**config.mk**
```make
export PLATFORM = sky130hd
export DESIGN_NAME = sync_trig_ctrl
export DESIGN_NICKNAME = d
export VERILOG_FILES = /design/src/rtl/sync_trig_pkg.sv /design/src/rtl/sync_rst_sync.sv /design/src/rtl/sync_stagger_seq.sv /design/src/rtl/sync_run_hold.sv /design/src/rtl/sync_trig_ctrl.sv
export SDC_FILE = /design/constraint.sdc
export NUM_CORES = 1
export LEC_CHECK = 0
export BUFFER_PORTS_ARGS = -buffer_cell sky130_fd_sc_hd__buf_2
export CORE_ASPECT_RATIO = 1.75
export CORE_MARGIN = 2
export CORE_UTILIZATION = 55
export CTS_BUF_LIST = sky130_fd_sc_hd__clkbuf_2 sky130_fd_sc_hd__clkbuf_4 sky130_fd_sc_hd__clkbuf_8
export DETAILED_ROUTE_END_ITERATION = 8
export GPL_ROUTABILITY_DRIVEN = 1
export MAX_ROUTING_LAYER = met4
export PLACE_DENSITY_LB_ADDON = 0.08
export SETUP_SLACK_MARGIN = 0.1
export SYNTH_ARGS = -nofsm -noshare
export SYNTH_HDL_FRONTEND = slang
export SYNTH_HIERARCHICAL = 1
export SYNTH_SLANG_ARGS = --single-unit
```
**constraint.sdc**
```tcl
create_clock -name clk -period 2.22 [get_ports clk]
set_clock_uncertainty 0.15 [all_clocks]
set_input_delay 0.222 -clock clk [delete_from_list [all_inputs] [get_ports clk]]
set_output_delay 0.222 -clock clk [all_outputs]
set_load 0.02 [all_outputs]
```
**src/rtl/sync_trig_pkg.sv**
```systemverilog
package sync_trig_pkg;

  typedef struct packed {
    logic valid;     // code is not reserved
    logic parallel;  // all units start together
    logic cyclic;    // units keep running until stopped
  } mode_dec_t;

  function automatic mode_dec_t decode_mode(input logic [2:0] code);
    mode_dec_t d;
    d.valid    = ~code[0];
    d.parallel = code[1];
    d.cyclic   = code[2];
    return d;
  endfunction

endpackage

```
**src/rtl/sync_rst_sync.sv**
```systemverilog
module sync_rst_sync #(
  parameter int STAGES = 2
) (
  input  logic clk,
  input  logic rst_n,
  output logic rst_n_sync
);
  logic [STAGES-1:0] chain_q;

  always_ff @(posedge clk or negedge rst_n) begin
    if (!rst_n) chain_q <= '0;
    else        chain_q <= {chain_q[STAGES-2:0], 1'b1};
  end

  assign rst_n_sync = chain_q[STAGES-1];
endmodule

```
**src/rtl/sync_stagger_seq.sv**
```systemverilog
module sync_stagger_seq #(
  parameter int N_UNITS = 3,
  parameter int DLY_W   = 8
) (
  input  logic               clk,
  input  logic               rst_n,
  input  logic               active,
  input  logic               trig,
  input  logic               stop,
  input  logic               grp_all,
  input  logic               parallel,
  input  logic               cyclic,
  input  logic [DLY_W-1:0]   delay,
  output logic [N_UNITS-1:0] start_d,
  output logic               cyc_d,
  output logic [N_UNITS-1:0] start_q
);
  localparam int IW = (N_UNITS > 2) ? $clog2(N_UNITS) : 1;
  localparam logic [N_UNITS-1:0] MASK_ALL   = '1;
  localparam logic [N_UNITS-1:0] MASK_SMALL = MASK_ALL >> 1;
  localparam logic [IW-1:0] IDX_LAST_ALL    = IW'(N_UNITS - 1);
  localparam logic [IW-1:0] IDX_LAST_SMALL  = IW'(N_UNITS - 2);

  logic             busy_q, busy_d;
  logic [IW-1:0]    idx_q, idx_d;
  logic [IW-1:0]    last_q, last_d;
  logic [DLY_W-1:0] cnt_q, cnt_d;
  logic [DLY_W-1:0] dly_q, dly_d;
  logic             cyc_q;
  logic             upd;

  // next-state
  always_comb begin
    start_d = '0;
    busy_d  = busy_q;
    idx_d   = idx_q;
    last_d  = last_q;
    cnt_d   = cnt_q;
    dly_d   = dly_q;
    cyc_d   = cyc_q;
    if (!active || stop) begin
      busy_d = 1'b0;
    end else if (busy_q) begin
      if (cnt_q == '0) begin
        start_d = N_UNITS'(1) << idx_q;
        cnt_d   = dly_q;
        if (idx_q == last_q) busy_d = 1'b0;
        else                 idx_d  = idx_q + IW'(1);
      end else begin
        cnt_d = cnt_q - DLY_W'(1);
      end
    end else if (trig) begin
      cyc_d = cyclic;
      if (parallel) begin
        start_d = grp_all ? MASK_ALL : MASK_SMALL;
      end else begin
        start_d = N_UNITS'(1);
        busy_d  = 1'b1;
        idx_d   = IW'(1);
        cnt_d   = delay;
        dly_d   = delay;
        last_d  = grp_all ? IDX_LAST_ALL : IDX_LAST_SMALL;
      end
    end
  end

  // chain state only moves while a chain runs or can start
  assign upd = busy_q | (active & trig) | ~active | stop;

  always_ff @(posedge clk or negedge rst_n) begin
    if (!rst_n) begin
      busy_q  <= 1'b0;
      idx_q   <= '0;
      last_q  <= '0;
      cnt_q   <= '0;
      dly_q   <= '0;
      cyc_q   <= 1'b0;
      start_q <= '0;
    end else begin
      start_q <= start_d;
      if (upd) begin
        busy_q <= busy_d;
        idx_q  <= idx_d;
        last_q <= last_d;
        cnt_q  <= cnt_d;
        dly_q  <= dly_d;
        cyc_q  <= cyc_d;
      end
    end
  end
endmodule

```
**src/rtl/sync_run_hold.sv**
```systemverilog
module sync_run_hold #(
  parameter int N_UNITS = 3
) (
  input  logic               clk,
  input  logic               rst_n,
  input  logic               active,
  input  logic               stop,
  input  logic [N_UNITS-1:0] start_d,
  input  logic               cyc_d,
  output logic [N_UNITS-1:0] run_q
);
  logic clr;
  assign clr = ~active | stop;

  for (genvar u = 0; u < N_UNITS; u++) begin : g_unit
    logic run_d;
    logic run_en;

    assign run_en = clr | (start_d[u] & cyc_d);
    assign run_d  = ~clr;

    always_ff @(posedge clk or negedge rst_n) begin
      if (!rst_n)      run_q[u] <= 1'b0;
      else if (run_en) run_q[u] <= run_d;
    end
  end
endmodule

```
**src/rtl/sync_trig_ctrl.sv**
```systemverilog
module sync_trig_ctrl
  import sync_trig_pkg::*;
#(
  parameter int N_UNITS = 3,
  parameter int DLY_W   = 8,
  parameter int MODE_W  = 3
) (
  input  logic               clk,
  input  logic               rst_n,
  input  logic               en_i,
  input  logic               grp_all_i,
  input  logic [MODE_W-1:0]  mode_i,
  input  logic [DLY_W-1:0]   delay_i,
  input  logic               trig_i,
  input  logic               stop_i,
  output logic [N_UNITS-1:0] start_o,
  output logic [N_UNITS-1:0] run_o
);
  logic               rst_n_int;
  mode_dec_t          md;
  logic               active;
  logic [N_UNITS-1:0] start_d;
  logic               cyc_d;

  assign md     = decode_mode(mode_i[2:0]);
  assign active = en_i & md.valid;

  sync_rst_sync #(.STAGES(2)) u_rst (
    .clk        (clk),
    .rst_n      (rst_n),
    .rst_n_sync (rst_n_int)
  );

  sync_stagger_seq #(.N_UNITS(N_UNITS), .DLY_W(DLY_W)) u_seq (
    .clk      (clk),
    .rst_n    (rst_n_int),
    .active   (active),
    .trig     (trig_i),
    .stop     (stop_i),
    .grp_all  (grp_all_i),
    .parallel (md.parallel),
    .cyclic   (md.cyclic),
    .delay    (delay_i),
    .start_d  (start_d),
    .cyc_d    (cyc_d),
    .start_q  (start_o)
  );

  sync_run_hold #(.N_UNITS(N_UNITS)) u_run (
    .clk     (clk),
    .rst_n   (rst_n_int),
    .active  (active),
    .stop    (stop_i),
    .start_d (start_d),
    .cyc_d   (cyc_d),
    .run_q   (run_o)
  );
endmodule

```
# Word-level counts from Yosys, hierarchy flattened
# Cells that the tools add are included.
# classes
n_addsub,2
n_eq_ne,4
shift,1
n_mux,25
n_bitwise,18
reduce_logical,7
# ops
cell,count
2-to-1 mux 8 bit,4
2-to-1 mux 3 bit,6
2-to-1 mux 2 bit,6
2-to-1 mux 1 bit,9
logical NOT 8 bit,1
"subtractor 8 x 1 -> 8 bit, second input constant",1
bitwise OR 1 bit,7
NOT 1 bit,6
AND reduction 6 bit,1
AND 1 bit,5
AND reduction 5 bit,1
"!= test 2 bit, second input constant",2
AND reduction 4 bit,1
"left shift 1 x 2 -> 3 bit, first input constant",1
"adder 2 x 1 -> 2 bit, second input constant",1
equality test 2 bit,1
"!= test 2 x 1 -> 1 bit, second input constant",1
nonzero test 2 bit,1
logical NOT 1 bit,1
logical OR 1 bit,1
# totals
reg_bits,30
out_inout_bits,6
word_cells,68

# Longest topological paths before layout
# Gate-level depths: netlist (run 1).
# depth
ltp_word,7
mapped_depth,8

# Modules after synthesis
# Netlist (run 1), hierarchy kept.
# modules_own_cells
module,instances,cells_each,area_each_um2,seq_area_each_um2
sync_stagger_seq,1,162,1493.9,625.6
sync_run_hold,1,10,115.1,75.1
sync_rst_sync,1,3,53.8,50.0
sync_trig_ctrl,1,1,13.8,0.0

# Worst setup path after synthesis (run 1)
# No wires, ideal clock.
# synth_timing
kind,flip-flop to flip-flop
startpoint,reg u_seq.cnt_q[0]
endpoint,reg u_run.run_q[0]
setup_time_ns,0.071
arrival_time_ns,1.680
slack_ns,0.318
path_stages_with_launch,9
period_less_slack_ns,1.902
path_cell_list,dfrtp_1 > inv_1 > ha_1 > or4b_4 > nor2_8 > nand3_1 > a21oi_1 > a21oi_1 > nor2_1
# synth_between
elab_chain_len,6
# synth_lines
element,line_no,text
from (decl),sync_stagger_seq.sv:27,"logic [DLY_W-1:0] cnt_q, cnt_d;"
from (signal assigned),sync_stagger_seq.sv:85,cnt_q <= cnt_d;
logical NOT 8 bit,sync_stagger_seq.sv:44,if (cnt_q == '0) begin
2-to-1 mux 3 bit,sync_stagger_seq.sv:44,
2-to-1 mux 3 bit,sync_stagger_seq.sv:43,end else if (busy_q) begin
2-to-1 mux 3 bit,sync_stagger_seq.sv:41,if (!active || stop) begin
named net start_d[0],sync_trig_ctrl.sv:22,logic [N_UNITS-1:0] start_d;
AND 1 bit,sync_run_hold.sv:19,assign run_en = clr | (start_d[u] & cyc_d);
bitwise OR 1 bit,sync_run_hold.sv:19,
"to (signal, indexed assignment)",sync_run_hold.sv:24,else if (run_en) run_q[u] <= run_d;
to (decl),sync_run_hold.sv:10,output logic [N_UNITS-1:0] run_q
# The timed path passes the listed nets, and every way through them passes these cells.
# A chain may end at the register's enable or synchronous reset.

# Worst setup path after layout (run 1)
# layout_timing
startpoint,reg u_seq.cnt_q[0]
endpoint,reg u_seq.cnt_q[4]
# layout_between
elab_chain_len,3
# layout_lines
element,line_no
subtractor 8 x 1 -> 8 bit / logical NOT 8 bit (equally long branches),"sync_stagger_seq.sv:50, sync_stagger_seq.sv:44"
2-to-1 mux 8 bit *,sync_stagger_seq.sv:44
2-to-1 mux 8 bit *,sync_stagger_seq.sv:43
# Every way passes the cells marked *; elsewhere a longest branch is shown, timed or not.

==> out/metrics.yaml, run 1 <==
timing:
  fmax_mhz: 484.2
  finalSetupViolations: 0
  maxSlewViolCount: 0
  finalCritPeriodShare: 0.9303
  worst_slew_pin_slew_ps: 825.3
  rsz0062_at_grt: "yes"
  holdWs_ps: 0.2224
  hold_viol: 0
  fin_ws_ps: 154.8
  slew_headroom: 0.4487
  layout_min_cycle_time_ps: 2065
  setup_tns_ps: 0
logic_synthesis:
  syn_inst: 176
  yosys_warnings: 6
  postSynth.asyncResetShare: 1.000
  ys_seq_area_frac: 0.4478
  synthFlopType: "dfrtp_1"
  synth_area_um2: 1677
  synth_top_area_cell: "dfrtp_1"
  yosys-top-cells-area: "dfrtp_1, nand2_1, ha_1"
  synth_cell_types: 48
  synth-edff-count: 0
  synth_nets: 198
  syn-mean-instance-area_um2: 9.526
  synth_top_area_frac: 0.4478
  ys_ff_latch: 30
global_routing:
  grt_max_degree: 29
  antenna_found_initial: 0
  grt-ovfl-total: 0
  first_global_vias: 1471
  grt_pass1_wl_mm: 6.651
  grt_usage: 0.2641
detailed_routing:
  wl_per_cell_um: 16.58
  dr.pass1.iters: 4
  routed_wl_mm: 4.112
  maxUsedRoutingLayer: "met4"
  vias: 1458
  wl_met1_mm: 1.598
  wl_met2_mm: 2.301
  met3WireLength_um: 116
  drt-initial-drc-count: 40
  vias_per_cell: 5.879
  ant_nets: 0
  drc_errors: 0
finish:
  diodes: 0
  regArea_um2: 750.7
  nFillCells: 242
  finalNetCount: 241
  multi_input_area_um2: 877.1
  area_growth_pct: 22.91
  layout-drive-gt1-share: 0.3182
  final_core_util: 0.7038
placement:
  hpwl_mm: 2.970
  gp_congestion: 0.8864
  preCtsSetupSlack_ps: 125.8
  io_buffer_count: 22
power_and_ir_drop:
  ir_drop_mv: 0.6226
  p_leak_nw: 0.9914
  total_power_mw: 1.727
  power_density_nw_per_um2: 838.0
setup_path:
  cp_max_fo: 8
  crit_type: "reg -> reg"
  crit_path_end_kind: "flop"
  start_kind: "flop"
  arrival_ps: 2080
  crit_required_ps: 2240
die:
  die_h_um: 77.04
  coreArea_um2: 2928
  die-area_um2: 3523
  start_util: 0.5726
  die_w_um: 45.74
  row_count: 26
  num_io_pins: 23
clock_network:
  cts_max_level: 2
  cts_tree: "built"
  root_buffer: "clkbuf_8"
  clockBufferDepth: 2
  clkSinkCount: 30
  clock_latency_ps: 280
  cts_buffers: 5
  clk_pin_slew_ps: 70
run:
  timing.max_cap.violations: 0
outcome:
  status: "finished, final reports clean"
min_path:
  hp-class: "in -> reg"
-- synth_stat cells, drive strengths merged, types with 3 or more instances --
library cell,number
nand2,37
dfrtp,30
nor2,13
a21oi,12
o21ai,9
nor3,7
inv,6
ha,5
nand3,5
nor2b,4
buf,3
clkbuf,3
mux2,3
nand2b,3
-- cells by family (layout without fill, tap and decap cells) --
| kind of cell | Yosys count | count (layout) | share of synthesized area |
|---|---|---|---|
| flops | 30 | 30 | 0.4478 |
| other cells | 1 | 1 | 0.002237 |
| xor+xnor | 2 | 2 | 0.01045 |
| fa+ha+maj | 5 | 5 | 0.03731 |
| compound gates | 45 | 45 | 0.1910 |
| simple gates | 78 | 78 | 0.2522 |
| buf+inv | 12 | 56 | 0.03880 |
| mux | 3 | 3 | 0.02015 |
-- final cells by class --
| cell class | count | share of cell area |
|---|---|---|
| inverters | 6 | 0.01093 |
| well taps | 28 | 0.01700 |
| multi-input cells | 134 | 0.4256 |
| clock buffers | 8 | 0.05343 |
| repair buffers | 42 | 0.1287 |
| flip-flops and latches | 30 | 0.3643 |
-- critical path: stages, from the launching register on --
cell and delay (ps):
dfrtp_1 420, inv_2 100, ha_4 130, or4b_4 520
nor2_8 190, buf_4 130, nand3_1 60, a32o_1 250
-- placed cells by master, fill, tap and decap left out, types with 3 or more instances in the layout --
| master | Yosys | final |
|---|---|---|
| mux2_2 | 3 | 3 |
| nand2_1 | 36 | 36 |
| o21ai_0 | 9 | 9 |
| nor3_1 | 5 | 5 |
| dfrtp_1 | 30 | 30 |
| nor2_1 | 12 | 12 |
| nand3_1 | 5 | 5 |
| clkbuf_8 | 0 | 8 |
| nor2b_1 | 3 | 3 |
| buf_4 | 0 | 18 |
| a21oi_1 | 12 | 11 |
| ha_1 | 5 | 4 |
| inv_1 | 6 | 4 |
| buf_2 | 1 | 22 |
-- registers in the layout (all words and copies together), names as in the netlist --
register / cells
u_run/run_q: 3
u_seq/dly_q: 8
u_seq/cyc_q: 1
u_seq/busy_q: 1
u_seq/last_q: 2
u_seq/idx_q: 2
u_seq/start_q: 3
u_rst/chain_q: 2
u_seq/cnt_q: 8
-- power breakdown --
part	total [mW]	switching [mW]	internal, mW
Combinational	0.479	0.252	0.227
Sequential	0.737	0.0973	0.640
Clock	0.511	0.198	0.313
-- through the flow --
step / instances / cell area [µm²]
finish: 248 / 2061
global route: 248 / 2061
CTS: 242 / 1999
detailed placement: 232 / 1869
global placement: 232 / 1869
floorplan: 176 / 1677
-- what timing repair did --
item,4_1_cts,5_1_grt
gates resized for setup,0,5
endpoints found under the setup margin,0,4
hold endpoints to repair,3,0
hold buffers,2,0
buffers inserted,0,6
-- per-layer routing --
layer | vias to the layer above | GRT usage
met2 | 33 | 0.4366
met5 | - | -
li1 | 707 | -
met3 | 8 | 0.05412
met4 | 0 | 0.1086
met1 | 710 | 0.2968
-- worst paths after layout --
path | start | cells past startpoint | slack [ps] | to
hold / removal | delay_i[4] | 3 | 0.2 | u_seq/dly_q[4]$_DFFE_PN0P_
max in group asynchronous | u_rst/chain_q[1]$_DFF_PN0_ | 1 | 1560 | u_seq/start_q[1]$_DFF_PN0_
hold reg to reg | u_rst/chain_q[1]$_DFF_PN0_ | 1 | 90 | u_seq/idx_q[0]$_DFFE_PN0P_
min in group asynchronous | u_rst/chain_q[1]$_DFF_PN0_ | 1 | 90 | u_seq/idx_q[0]$_DFFE_PN0P_
setup / recovery | u_seq/cnt_q[0]$_DFFE_PN0P_ | 7 | 150 | u_seq/cnt_q[4]$_DFFE_PN0P_
setup reg to reg | u_seq/cnt_q[0]$_DFFE_PN0P_ | 7 | 150 | u_seq/cnt_q[4]$_DFFE_PN0P_
Power figures use the tool's default switching activity.
==> run 2, diff against run 1 <==
--- a/config.mk
+++ b/config.mk
@@ -10,6 +10,7 @@
 export CORE_MARGIN = 2
 export CORE_UTILIZATION = 55
 export CTS_BUF_LIST = sky130_fd_sc_hd__clkbuf_2 sky130_fd_sc_hd__clkbuf_4 sky130_fd_sc_hd__clkbuf_8
+export CTS_CLUSTER_DIAMETER = 80
 export DETAILED_ROUTE_END_ITERATION = 8
 export GPL_ROUTABILITY_DRIVEN = 1
 export MAX_ROUTING_LAYER = met4
@@ -17,5 +18,4 @@
 export SETUP_SLACK_MARGIN = 0.1
 export SYNTH_ARGS = -nofsm -noshare
 export SYNTH_HDL_FRONTEND = slang
-export SYNTH_HIERARCHICAL = 1
 export SYNTH_SLANG_ARGS = --single-unit
==> run 2 against run 1 <==
Largest power group unchanged. Die area down 7.8%. Total power down 13%. Utilization down 2.2 points. Critical path type unchanged. Synthesized cell count down 4.0%. Hold slack better by 5.1 ps. First-iteration DRC count down 38%. Design area down 11%. Combinational power down 25%. Clock-buffer cell count down 2. Non-clock buffer count down 10. Clock power down 18%.
==> out/metrics.yaml, run 2 <==
finish:
  multi_input_area_um2: 755.7
  area_growth_pct: 19.30
  finalNetCount: 224
  final_common_cell: "nand2_1"
  regArea_um2: 750.7
  final_core_util: 0.6814
  design_area_um2: 1833
  diodes: 0
  layout-drive-gt1-share: 0.2228
  final_cell_mix: "nand2_1, dfrtp_1, buf_2"
  nFillCells: 232
  reg_top3: "u_seq.cnt_q (8), u_seq.dly_q (8)"
  final_cells: 229
clock_network:
  clkSinkCount: 30
  cts_max_level: 2
  clk_pin_slew_ps: 60
  clock_latency_ps: 280
  cts_tree: "built"
  root_buffer: "clkbuf_8"
  cts_buffers: 5
  clockBufferDepth: 2
logic_synthesis:
  synth_simple_gate_area_share: 0.2427
  synth_top_family_by_area: "simple AND/OR/NAND/NOR gates"
  yosys-top-cells-area: "dfrtp_1, nand2_1, o21ai_0"
  synth_cell_types: 41
  synth_top_area_cell: "dfrtp_1"
  post-synth-top-count-cell: "nand2_1"
  synthTopCellsByCount: "nand2_1, dfrtp_1, nor2_1, o21ai_0, a21oi_1"
  synth_area_um2: 1536
  synth-xor-area-share: 0.01710
  syn-mean-instance-area_um2: 9.092
  yosys_warnings: 0
  synthAdderAreaFrac: 0.03257
  synth_top_area_frac: 0.4886
  synthFlopType: "dfrtp_1"
  synth_nets: 190
  synth-compound-area-share: 0.1873
  syn_inst: 169
  ys_ff_latch: 30
  postSynth.asyncResetShare: 1.000
  synthMuxAreaShare: 0
  synth-edff-count: 0
  ys_seq_area_frac: 0.4886
placement:
  hpwl_mm: 2.637
  dp.cells: 220
  preCtsSetupSlack_ps: 92.71
  place_area_um2: 1710
  gp_congestion: 0.9566
  io_buffer_count: 22
detailed_routing:
  routed_wl_mm: 3.714
  maxUsedRoutingLayer: "met4"
  drc_errors: 0
  drt-initial-drc-count: 25
  wl_per_cell_um: 16.22
  vias: 1380
  wl_met2_mm: 1.944
  vias_per_cell: 6.026
  dr.pass1.iters: 4
  ant_nets: 0
  wl_met1_mm: 1.455
  met3WireLength_um: 140
min_path:
  hold_path_end: "u_seq.dly_q[0]$_DFFE_PN0P_"
  hold_start: "delay_i[0]"
  whs_path_depth: 3
  hp-class: "in -> reg"
timing:
  worst_slew_pin_slew_ps: 533.9
  fin_ws_ps: 198.3
  finalCritPeriodShare: 0.9107
  rsz0062_at_grt: "no"
  finalSetupViolations: 0
  hold_viol: 0
  layout_min_cycle_time_ps: 2022
  slew_headroom: 0.6441
  setup_tns_ps: 0
  fmax_mhz: 494.6
  maxSlewViolCount: 0
power_and_ir_drop:
  power_density_nw_per_um2: 821.5
  ir_drop_mv: 0.5723
  p_leak_nw: 0.8633
setup_path:
  rrSetupSlack_ps: 200
  r2r-start: "u_seq.cnt_q[1]$_DFFE_PN0P_"
  crit_type: "reg -> reg"
  path_buf_inv: 1
  r2r_cells: 6
  path_delay_family: "simple AND/OR/NAND/NOR gates"
  cp_max_fo: 5
  start_kind: "flop"
  crit_required_ps: 2290
  critPathSlowestCell: "or4b_4"
  crit_chain: "inv_2 > ha_4 > or4b_4 > or4_1 > nand3_1 > a22o_2"
  arrival_ps: 2090
  crit_path_end_kind: "flop"
  cpPeakStageDelay_ps: 490
  r2r-end: "u_seq.cnt_q[6]$_DFFE_PN0P_"
global_routing:
  grt_max_degree: 29
  grt_usage: 0.2663
  antenna_found_initial: 0
  grt-ovfl-total: 0
  first_global_vias: 1364
  grt_pass1_wl_mm: 6.092
die:
  die-area_um2: 3249
  num_io_pins: 23
  row_count: 25
  die_h_um: 73.92
  coreArea_um2: 2690
  die_w_um: 43.96
  start_util: 0.5712
run:
  timing.max_cap.violations: 0
outcome:
  status: "finished, final reports clean"
run 2: cell types whose count changed in the layout (fill, tap and decap cells not counted), sizes merged, moves of 3 or more:
cell   before  now
mux2        3    0
a21o        0    3
buf        40   31
nand2      37   32
o21ai       9   13
a21oi      12    8
run 2: kinds of logic (layout without fill, tap and decap cells):
| group | Yosys count | in the layout |
|---|---|---|
| xor+xnor | 3 | 3 |
| flops | 30 | 30 |
| other cells | 1 | 1 |
| fa+ha+maj | 4 | 4 |
| buf+inv | 11 | 44 |
| compound gates | 44 | 44 |
| simple gates | 76 | 76 |
run 2: stage by stage:
stage	hold WS (ps)	power, mW
after floorplan	-223.6	0.9433
after global placement	-145.0	1.050
after detailed placement	-142.4	1.060
after CTS	3.088	1.491
after global routing	12.08	1.598
final	5.295	1.506
run 2: metal layers:
metal,GRT usage,vias to the layer above
met5,-,-
met4,0.1582,0
met3,0.04423,14
met2,0.4444,40
met1,0.2878,655
li1,-,671
run 2: layout make-up:
cell class	count	area share
Inverter	6	0.01229
Sequential cell	30	0.4096
Tap cell	27	0.01843
Timing Repair Buffer	32	0.1024
Multi-Input combinational cell	128	0.4123
Clock buffer	6	0.04505
run 2: worst reg2reg max path: cells and delay by family (launching register included):
kind,cells,cell delay [ps]
compound gates,1,120
flops,1,420
simple gates,3,1060
buf+inv,1,80
fa+ha+maj,1,130
run 2: worst max-delay path by stage:
stage / end / startpoint / slack, ps / cells past startpoint
2_1_floorplan: u_seq.cnt_q[6]$_DFFE_PN0P_ / u_seq.cnt_q[0]$_DFFE_PN0P_ / 240 / 6
3_3_place_gp: u_seq.cnt_q[5]$_DFFE_PN0P_ / u_seq.cnt_q[0]$_DFFE_PN0P_ / 140 / 6
3_5_place_dp: u_seq.cnt_q[5]$_DFFE_PN0P_ / u_seq.cnt_q[0]$_DFFE_PN0P_ / 90 / 6
4_1_cts: u_seq.cnt_q[6]$_DFFE_PN0P_ / u_seq.cnt_q[0]$_DFFE_PN0P_ / 130 / 6
5_1_grt: u_seq.cnt_q[6]$_DFFE_PN0P_ / u_seq.cnt_q[0]$_DFFE_PN0P_ / 110 / 6
6_report: u_seq.cnt_q[6]$_DFFE_PN0P_ / u_seq.cnt_q[1]$_DFFE_PN0P_ / 200 / 6
run 2: repair_timing:
item / in CTS / in global routing
endpoints found under the setup margin: 1 / 3
gates resized for setup: 1 / 4
endpoints found under the hold margin: 2 / 0
hold buffers: 1 / 0
pin swaps: 0 / 0
setup buffers: 0 / 2
run 2: power breakdown:
part           internal (mW)  switching (mW)  total [mW]
logic                  0.164           0.194       0.358
registers              0.637          0.0913       0.728
clock network          0.238           0.182       0.420
total                   1.04           0.467        1.51
